### src/rtl/irq_seq_pkg.sv
package irq_seq_pkg;
  typedef enum logic [2:0] {
    ST_IDLE, ST_SELECT, ST_DELIVER, ST_CHECK, ST_FINISH
  } seqState_t;

  // strobes from control to datapath
  typedef struct packed {
    logic clrFlags;
    logic loadPick;
    logic loadPer;
    logic finish;
  } ctrlStrobe_t;

  // status from datapath to control
  typedef struct packed {
    logic pickAny;
    logic lastSvc;
    logic lastStop;
    logic perReq;
  } dpStatus_t;

  localparam int CLS_PGM = 0;
  localparam int CLS_SVC = 1;
endpackage

### src/rtl/irq_prio_pick.sv
module irq_prio_pick #(
  parameter int N = 7
) (
  input  logic [N-1:0] req,
  output logic [N-1:0] grant,
  output logic         anyReq
);
  logic [N:0] blocked;
  assign blocked[0] = 1'b0;

  genvar i;
  generate
    for (i = 0; i < N; i++) begin : g_chain
      assign grant[i]       = req[i] & ~blocked[i];
      assign blocked[i + 1] = blocked[i] | req[i];
    end
  endgenerate

  assign anyReq = blocked[N];
endmodule

### src/rtl/irq_seq_ctrl.sv
module irq_seq_ctrl
  import irq_seq_pkg::*;
(
  input  logic        clk,
  input  logic        rstN,
  input  logic        startReq,
  input  logic        execShadow,
  input  logic        deliverDone,
  input  dpStatus_t   status,
  output ctrlStrobe_t strobe,
  output logic        deliverValid,
  output logic        busy
);
  seqState_t state, stateNext;

  always_ff @(posedge clk) begin
    if (!rstN) state <= ST_IDLE;
    else       state <= stateNext;
  end

  always_comb begin
    stateNext = state;
    strobe    = '0;
    unique case (state)
      ST_IDLE: begin
        if (startReq && !execShadow) begin
          strobe.clrFlags = 1'b1;
          stateNext       = ST_SELECT;
        end
      end
      ST_SELECT: begin
        if (status.pickAny) begin
          strobe.loadPick = 1'b1;
          stateNext       = ST_DELIVER;
        end else begin
          stateNext = ST_FINISH;
        end
      end
      ST_DELIVER: begin
        if (deliverDone) stateNext = ST_CHECK;
      end
      ST_CHECK: begin
        if (status.lastStop) begin
          stateNext = ST_FINISH;
        end else if (status.lastSvc && status.perReq) begin
          strobe.loadPer = 1'b1;
          stateNext      = ST_DELIVER;
        end else begin
          stateNext = ST_SELECT;
        end
      end
      ST_FINISH: begin
        strobe.finish = 1'b1;
        stateNext     = ST_IDLE;
      end
      default: stateNext = ST_IDLE;
    endcase
  end

  assign deliverValid = (state == ST_DELIVER);
  assign busy         = (state != ST_IDLE);

  // a chain only begins on a cycle where the shadow was low
  p_start_gated_r2: assert property (@(posedge clk) disable iff (!rstN)
    $rose(busy) |-> $past(!execShadow));

  // request is held until the engine answers
  p_request_held_r6: assert property (@(posedge clk) disable iff (!rstN)
    (deliverValid && !deliverDone) |=> deliverValid);
endmodule

### src/rtl/irq_seq_dp.sv
module irq_seq_dp
  import irq_seq_pkg::*;
#(
  parameter int NUM_ASYNC = 5,
  parameter int ILEN_W    = 3
) (
  input  logic                   clk,
  input  logic                   rstN,
  input  ctrlStrobe_t            strobe,
  input  logic                   syncPgm,
  input  logic                   syncSvc,
  input  logic [ILEN_W-1:0]      svcIlen,
  input  logic                   perPending,
  input  logic [NUM_ASYNC-1:0]   asyncPend,
  input  logic [NUM_ASYNC-1:0]   asyncEn,
  input  logic                   anyPending,
  input  logic                   waitBit,
  output dpStatus_t              status,
  output logic [NUM_ASYNC+1:0]   classReg,
  output logic                   perChain,
  output logic [ILEN_W-1:0]      pgmIlen,
  output logic                   clearHardReq,
  output logic                   haltReq,
  output logic                   unhaltReq,
  output logic                   coreHalted
);
  localparam int NUM_CLS  = NUM_ASYNC + 2;
  localparam int CLS_STOP = NUM_CLS - 1;

  logic [NUM_CLS-1:0] reqVec, grantVec;
  logic               anyGrant;
  logic               lastSvc, lastStop, stopSeen;
  logic               haltNow;

  assign reqVec = {asyncPend & asyncEn, syncSvc, syncPgm};

  irq_prio_pick #(.N(NUM_CLS)) pick_i (
    .req    (reqVec),
    .grant  (grantVec),
    .anyReq (anyGrant)
  );

  always_ff @(posedge clk) begin
    if (!rstN) begin
      classReg <= '0;
      perChain <= 1'b0;
      pgmIlen  <= '0;
      lastSvc  <= 1'b0;
      lastStop <= 1'b0;
      stopSeen <= 1'b0;
    end else begin
      if (strobe.clrFlags) begin
        stopSeen <= 1'b0;
        lastSvc  <= 1'b0;
        lastStop <= 1'b0;
      end
      if (strobe.loadPick) begin
        classReg <= grantVec;
        perChain <= 1'b0;
        pgmIlen  <= '0;
        lastSvc  <= grantVec[CLS_SVC];
        lastStop <= grantVec[CLS_STOP];
        if (grantVec[CLS_STOP]) stopSeen <= 1'b1;
      end
      if (strobe.loadPer) begin
        classReg          <= '0;
        classReg[CLS_PGM] <= 1'b1;
        perChain          <= 1'b1;
        pgmIlen           <= svcIlen;
        lastSvc           <= 1'b0;
        lastStop          <= 1'b0;
      end
    end
  end

  assign haltNow = waitBit | stopSeen;

  always_ff @(posedge clk) begin
    if (!rstN) begin
      clearHardReq <= 1'b0;
      haltReq      <= 1'b0;
      unhaltReq    <= 1'b0;
      coreHalted   <= 1'b0;
    end else begin
      clearHardReq <= strobe.finish & ~anyPending;
      haltReq      <= strobe.finish & haltNow;
      unhaltReq    <= strobe.finish & ~haltNow & coreHalted;
      if (strobe.finish) coreHalted <= haltNow;
    end
  end

  assign status.pickAny  = anyGrant;
  assign status.lastSvc  = lastSvc;
  assign status.lastStop = lastStop;
  assign status.perReq   = perPending;

  // a loaded class was requested and enabled when it was picked
  p_grant_enabled_r5: assert property (@(posedge clk) disable iff (!rstN)
    strobe.loadPick |=> ((classReg & ~$past(reqVec)) == '0));

  // the chained monitoring delivery is always the program class
  p_per_is_pgm_r9: assert property (@(posedge clk) disable iff (!rstN)
    perChain |-> (classReg[CLS_PGM] && $onehot(classReg)));

  // halt and unhalt never together
  p_halt_excl_r11: assert property (@(posedge clk) disable iff (!rstN)
    !(haltReq && unhaltReq));

  // unhalt only follows a halted core
  p_unhalt_from_halt_r11: assert property (@(posedge clk) disable iff (!rstN)
    unhaltReq |-> $past(coreHalted));
endmodule

### src/rtl/irq_class_seq.sv
module irq_class_seq
  import irq_seq_pkg::*;
#(
  parameter int NUM_ASYNC = 5,
  parameter int ILEN_W    = 3
) (
  input  logic                 clk,
  input  logic                 rstN,
  input  logic                 startReq,
  input  logic                 execShadow,
  input  logic                 syncPgm,
  input  logic                 syncSvc,
  input  logic [ILEN_W-1:0]    svcIlen,
  input  logic                 perPending,
  input  logic [NUM_ASYNC-1:0] asyncPend,
  input  logic [NUM_ASYNC-1:0] asyncEn,
  input  logic                 anyPending,
  input  logic                 waitBit,
  input  logic                 deliverDone,
  output logic                 deliverValid,
  output logic [NUM_ASYNC+1:0] deliverClass,
  output logic                 perChain,
  output logic [ILEN_W-1:0]    pgmIlen,
  output logic                 busy,
  output logic                 clearHardReq,
  output logic                 haltReq,
  output logic                 unhaltReq,
  output logic                 coreHalted
);
  ctrlStrobe_t strobe;
  dpStatus_t   status;

  irq_seq_ctrl ctrl_i (
    .clk          (clk),
    .rstN         (rstN),
    .startReq     (startReq),
    .execShadow   (execShadow),
    .deliverDone  (deliverDone),
    .status       (status),
    .strobe       (strobe),
    .deliverValid (deliverValid),
    .busy         (busy)
  );

  irq_seq_dp #(.NUM_ASYNC(NUM_ASYNC), .ILEN_W(ILEN_W)) dp_i (
    .clk          (clk),
    .rstN         (rstN),
    .strobe       (strobe),
    .syncPgm      (syncPgm),
    .syncSvc      (syncSvc),
    .svcIlen      (svcIlen),
    .perPending   (perPending),
    .asyncPend    (asyncPend),
    .asyncEn      (asyncEn),
    .anyPending   (anyPending),
    .waitBit      (waitBit),
    .status       (status),
    .classReg     (deliverClass),
    .perChain     (perChain),
    .pgmIlen      (pgmIlen),
    .clearHardReq (clearHardReq),
    .haltReq      (haltReq),
    .unhaltReq    (unhaltReq),
    .coreHalted   (coreHalted)
  );

  // a live request names exactly one class, stable until done
  p_class_onehot_r6: assert property (@(posedge clk) disable iff (!rstN)
    deliverValid |-> $onehot(deliverClass));

  p_class_stable_r6: assert property (@(posedge clk) disable iff (!rstN)
    (deliverValid && !deliverDone) |=> $stable(deliverClass));
endmodule

### config.mk
export PLATFORM = sky130hd
export DESIGN_NAME = irq_class_seq
export DESIGN_NICKNAME = d
export VERILOG_FILES = /design/src/rtl/irq_seq_pkg.sv /design/src/rtl/irq_prio_pick.sv /design/src/rtl/irq_seq_ctrl.sv /design/src/rtl/irq_seq_dp.sv /design/src/rtl/irq_class_seq.sv
export SDC_FILE = /design/constraint.sdc
export NUM_CORES = 1
export LEC_CHECK = 0
export BUFFER_PORTS_ARGS = -buffer_cell sky130_fd_sc_hd__buf_2
export CORE_UTILIZATION = 45
export CTS_CLUSTER_DIAMETER = 40
export DETAILED_ROUTE_END_ITERATION = 8
export HOLD_SLACK_MARGIN = 0.05
export PLACE_DENSITY = 0.76
export SLEW_MARGIN = 5
export SYNTH_ARGS = -nofsm -noshare
export SYNTH_HDL_FRONTEND = slang
export SYNTH_SLANG_ARGS = --single-unit
### constraint.sdc
create_clock -name clk -period 1.6 [get_ports clk]
set_clock_uncertainty 0.1 [all_clocks]
set_input_delay 0.32 -clock clk [delete_from_list [all_inputs] [get_ports clk]]
set_output_delay 0.32 -clock clk [all_outputs]
set_load 0.005 [all_outputs]
[Word level (Yosys, flattened, before mapping)]
Index checks and enable logic that the tools add are counted.
Storage, ports and cells
  register bits after elaboration: 21
  bits of input ports: 23
  output and inout bits: 17
Cells by class
  eq/ne operators: 6
  multiplexer cells: 26
  bitwise logic cells: 27
  reduce and logical (&&, ||, !) cells: 9
Operators with widths (number)
  1-bit two-way mux: 18
  3-bit two-way mux: 6
  3-bit one-hot mux with 4 select lines: 1
  1-bit AND: 10
  1-bit inverter: 9
  1-bit OR: 7
  3-bit by 2-bit == test with 1-bit output (second input constant): 2
  5-bit AND: 1
  2-bit nonzero test: 2
  3-bit by 1-bit == test with 1-bit output (second input constant): 1
  3-bit == test (second input constant): 1
  3-bit logical NOT: 1
  3-bit nonzero test: 1
  1-bit logical AND: 2
  2-bit two-way mux: 1
  2-bit by 1-bit != test with 1-bit output (second input constant): 1
  2-bit != test (second input constant): 1
  2-bit AND reduction: 1
  2-bit OR reduction: 1
  1-bit logical NOT: 1

[Depth between registers and ports, before layout]
  depth in word-level cells: 10
  mapped depth: 5
  gate-level depth less buffers: 5

[Modules after synthesis]
From an unflattened synthesis, not the netlist that was laid out.
Second synthesis, totals
  cells, all modules: 104
  area total of the unflattened synthesis: 967.2 um^2
Modules (own cells, without submodules)
  irq_seq_dp: instances 1, cells an instance 72, area an instance 685.7 um^2, sequential area each 360.3 um^2
  irq_seq_ctrl: instances 1, cells an instance 22, area an instance 209.0 um^2, sequential area each 60.1 um^2
  irq_prio_pick: instances 1, cells an instance 10, area an instance 72.6 um^2, sequential area each 0.0 um^2

[Worst setup path before layout]
OpenSTA, ideal clock, no wires.
  path kind: input port to flip-flop
  from: input asyncPend[0]
  to: register dp_i.lastSvc
  library setup time: 0.068 ns
  arrival: 1.311 ns
  path slack: 0.122 ns
  cell stages on the path: 4
  buffers on the path: 0
  cells stage by stage: a211o_4 o31ai_4 nand3_2 a21oi_2
Between the ends
  longest elaborated chain between the ends: 9
  elaborated cells on any way between the ends: 10
  those cells by class: mux: 3; bitwise: 6; reduce/logical: 1
Ends and longest elaborated chain
  start, declared: RTL line irq_class_seq.sv:15  | input logic [NUM_ASYNC-1:0] asyncPend,
  5-bit AND (*): RTL line irq_seq_dp.sv:35  | assign reqVec = {asyncPend & asyncEn, syncSvc, syncPgm};
  1-bit OR (*) (5 in series): RTL line irq_prio_pick.sv:15  | assign blocked[i + 1] = blocked[i] | req[i];
  1-bit two-way mux (*): RTL line irq_seq_ctrl.sv:32  | if (status.pickAny) begin
  1-bit two-way mux (*): RTL line irq_seq_ctrl.sv:24  | unique case (state)
  1-bit two-way mux / 2-bit nonzero test (equally long branches)
  end signal, assigned: RTL line irq_seq_dp.sv:61  | lastSvc <= grantVec[CLS_SVC];
  end, declared: RTL line irq_seq_dp.sv:32  | logic lastSvc, lastStop, stopSeen;
Mark *: on every way between the ends. The rest lies on a longest branch, timed or not.
A chain may end at the register's enable or synchronous reset.

[Worst setup path in the final report]
  from: register ctrl_i.state[1]
  to: output deliverValid
Between the ends
  longest elaborated chain between the ends: 1
Ends and longest elaborated chain
  start, declared: RTL line irq_seq_ctrl.sv:14  | seqState_t state, stateNext;
  start signal, assigned: RTL line irq_seq_ctrl.sv:18  | else state <= stateNext;
  3-bit by 2-bit == test with 1-bit output: RTL line irq_seq_ctrl.sv:60  | assign deliverValid = (state == ST_DELIVER);
  end, declared: RTL line irq_class_seq.sv:20  | output logic deliverValid,
No other way between the ends.

==> metrics <==
post-CTS setup buffer count=0; Antenna diodes=0; top_reg_cell synth=dfxtp_1; drt wl/cell=12.86 um; DRT antenna net count=0; Achievable Freq=0.6313 GHz; fill count=~160; Die X=47.09 um; period utilization=0.9900; synthesized flop and latch total=21; H-Tree Level Count=1; post-synthesis net count=124; RSZ-0062 raised after global routing=true; Max IR drop VDD=548.6 uV; crit path DAT=1.16 ns; synthesis-to-layout area growth=36.80%; Fin Setup TNS=0 ns; critical path data required time=~1.2 ns; sequential power share=0.527; Pre-antenna DRT Iters=4; ranking of synthesized cells by area=dfxtp_1, nand2_1, a21oi_1, nor2_1, a221oi_1; final core utilization=0.6873; placed insts=170; initial antenna violation count=0; Syn Area/Cell=a little over 9 sq um; Final Hold Viols=0; CP Max Fanout=7; TritonCTS clock tree=done; I/O pins=40; FFs w/ async S/R, synth=0; core area=1821 sq um; final setup fails=0; Post-synth EDFFs=0; logic gate share of total power=0.228; Overflow after GRT=0; clock net sink count=21; synth cell count leaders=dfxtp_1, nand2_1, nor2_1, a21oi_1, nand3_1; post-synthesis sequential area ratio=0.4596; Total Routing Usage GR=0.2214; Net Sw Frac=0.2936; area leader, netlist=dfxtp_1; Worst Setup End Kind=primary output; TritonCTS Buffers=3; Final Non-Filler Cells=about 180; top-count cell post-synth=dfxtp_1; root buf cell=clkbuf_4; Die ar.=2217 sq um; headroom to the max-slew limit=0.7756; Pins Over Slew Limit=0; crit start category=flip-flop; Clock Power Share=0.245; number of max-cap violations=0; DR DRC count=0; largest net degree at the start of global routing=13; Port-buffer cells=39; Internal Power=757.5 uW; Clock Latency Late Sink=0.31 ns; post-synth top area share=0.4596; Unique masters post-synth=33; CTS max path bufs=2; Final Net Count=174; Vias=966; CP Class=reg -> out; status=finished, final reports clean; DRT Wirelength=2250 um; first-pass GRT wire length=3346 um; RD Place Congestion=0.7221; vias in the first global route=839; share of cells above drive strength 1=0.4133; row cnt=15; drt initial violations=23; Mapped Cells=slightly above 100; Sw Pwr=roughly 310 uW; YS warnings=0; PD cells=857.0 nW/um^2; Min-Delay Path Class=in -> reg; Reg clk slew, reported paths=~0.12 ns; Die Span Y=47.09 um; Tmin final=around 1.6 ns; Power Total=1.072 mW; DP HPWL=1690 um; Least-Margin Pin Slew=approximately 0.34 ns; hold_ws=around 0.074 ns; static leakage=0.5528 nW; Via density=5.520; Post-Syn Area=just over 900 sq um; Starting Density=0.5024
layout by cell type (no fill, tap or decap), types with 2 or more instances in the layout:
cell      instances
a21oi_1           8
a221oi_1          3
a22o_1            2
buf_2            39
buf_4             4
clkbuf_4          3
dfxtp_1          18
dfxtp_2           3
inv_1             4
nand2_1          15
nand2b_1          2
nand3_1           5
nand4_1           4
nor2_1           10
nor2b_1           2
nor3b_1           2
path summary, 6_finish.rpt:
kind	cells past startpoint	to	slack, ns	startpoint
worst min-delay path	2	dp_i.unhaltReq$_SDFF_PN0_	0.07	waitBit
worst min register to register	2	dp_i.classReg[2]$_SDFFE_PP0P_	0.36	dp_i.classReg[2]$_SDFFE_PP0P_
worst max-delay path	2	deliverValid	0.02	ctrl_i.state[1]$_SDFFE_PN0P_
worst max register to register	4	dp_i.lastStop$_SDFFE_PP0P_	0.09	ctrl_i.state[0]$_SDFFE_PN0P_
per-layer routing:
layer | part of all wire | up-vias | routed length, um | track usage
li1 | - | 475 | - | -
met1 | 0.45 | 461 | 1006 | 0.2635
met2 | 0.50 | 25 | 1130 | 0.3778
met3 | 0.032 | 5 | 73 | 0.04615
met4 | 0.018 | 0 | 40 | 0.1086
met5 | 0 | - | 0 | 0
critical path, stage by stage, from the launching register on:
cell     delay (ns)
dfxtp_2        0.43
nor3b_1        0.26
buf_2          0.16
state kept, by name, indices dropped and copies added, names as in the netlist:
signal	flops
dp_i.clearHardReq	1
dp_i.classReg	7
dp_i.coreHalted	1
ctrl_i.state	3
dp_i.haltReq	1
dp_i.lastStop	1
dp_i.lastSvc	1
dp_i.unhaltReq	1
dp_i.pgmIlen	3
dp_i.stopSeen	1
dp_i.perChain	1
power by group through the flow:
stage | registers [mW] | logic, mW | clock network (mW)
floorplan | 0.569 | 0.118 | 0
global placement | 0.572 | 0.224 | 0
detailed placement | 0.573 | 0.230 | 0
CTS | 0.563 | 0.236 | 0.271
global route | 0.568 | 0.268 | 0.289
finish | 0.565 | 0.244 | 0.263
repair_timing:
item	CTS	global route
hold endpoints to repair	1	0
endpoints found under the setup margin	2	8
hold buffers	1	0
gates resized for setup	2	4
pin swaps	0	0
metrics by stage:
| stage | setup WS, ns | area [sq um] |
|---|---|---|
| after floorplan | 0.1218 | 914.6 |
| after global placement | -0.008405 | 1195 |
| after detailed placement | -0.05575 | 1195 |
| after CTS | 0.001676 | 1239 |
| after global routing | -0.08569 | 1251 |
| final | 0.01605 | 1251 |
area by class of cell:
| class | instances | area (sq um) | area share |
|---|---|---|---|
| timing repair buffer | 46 | 266.5 | 0.2130 |
| tap | 25 | 31.28 | 0.02500 |
| clock inverter | 1 | 5.005 | 0.004000 |
| sequential | 21 | 424.2 | 0.3390 |
| inverter | 4 | 15.01 | 0.01200 |
| multi-input combinational | 75 | 486.7 | 0.3890 |
| clock buffer | 3 | 22.52 | 0.01800 |
cells by family after synthesis:
logic type / Yosys count / share of synthesized area
buffers and inverters: 5 / 0.02051
DFF: 21 / 0.4596
and+or+nand+nor: 49 / 0.2845
AOI/OAI and AO/OA: 26 / 0.2353
Note: power is estimated with default switching activity, not from simulation.
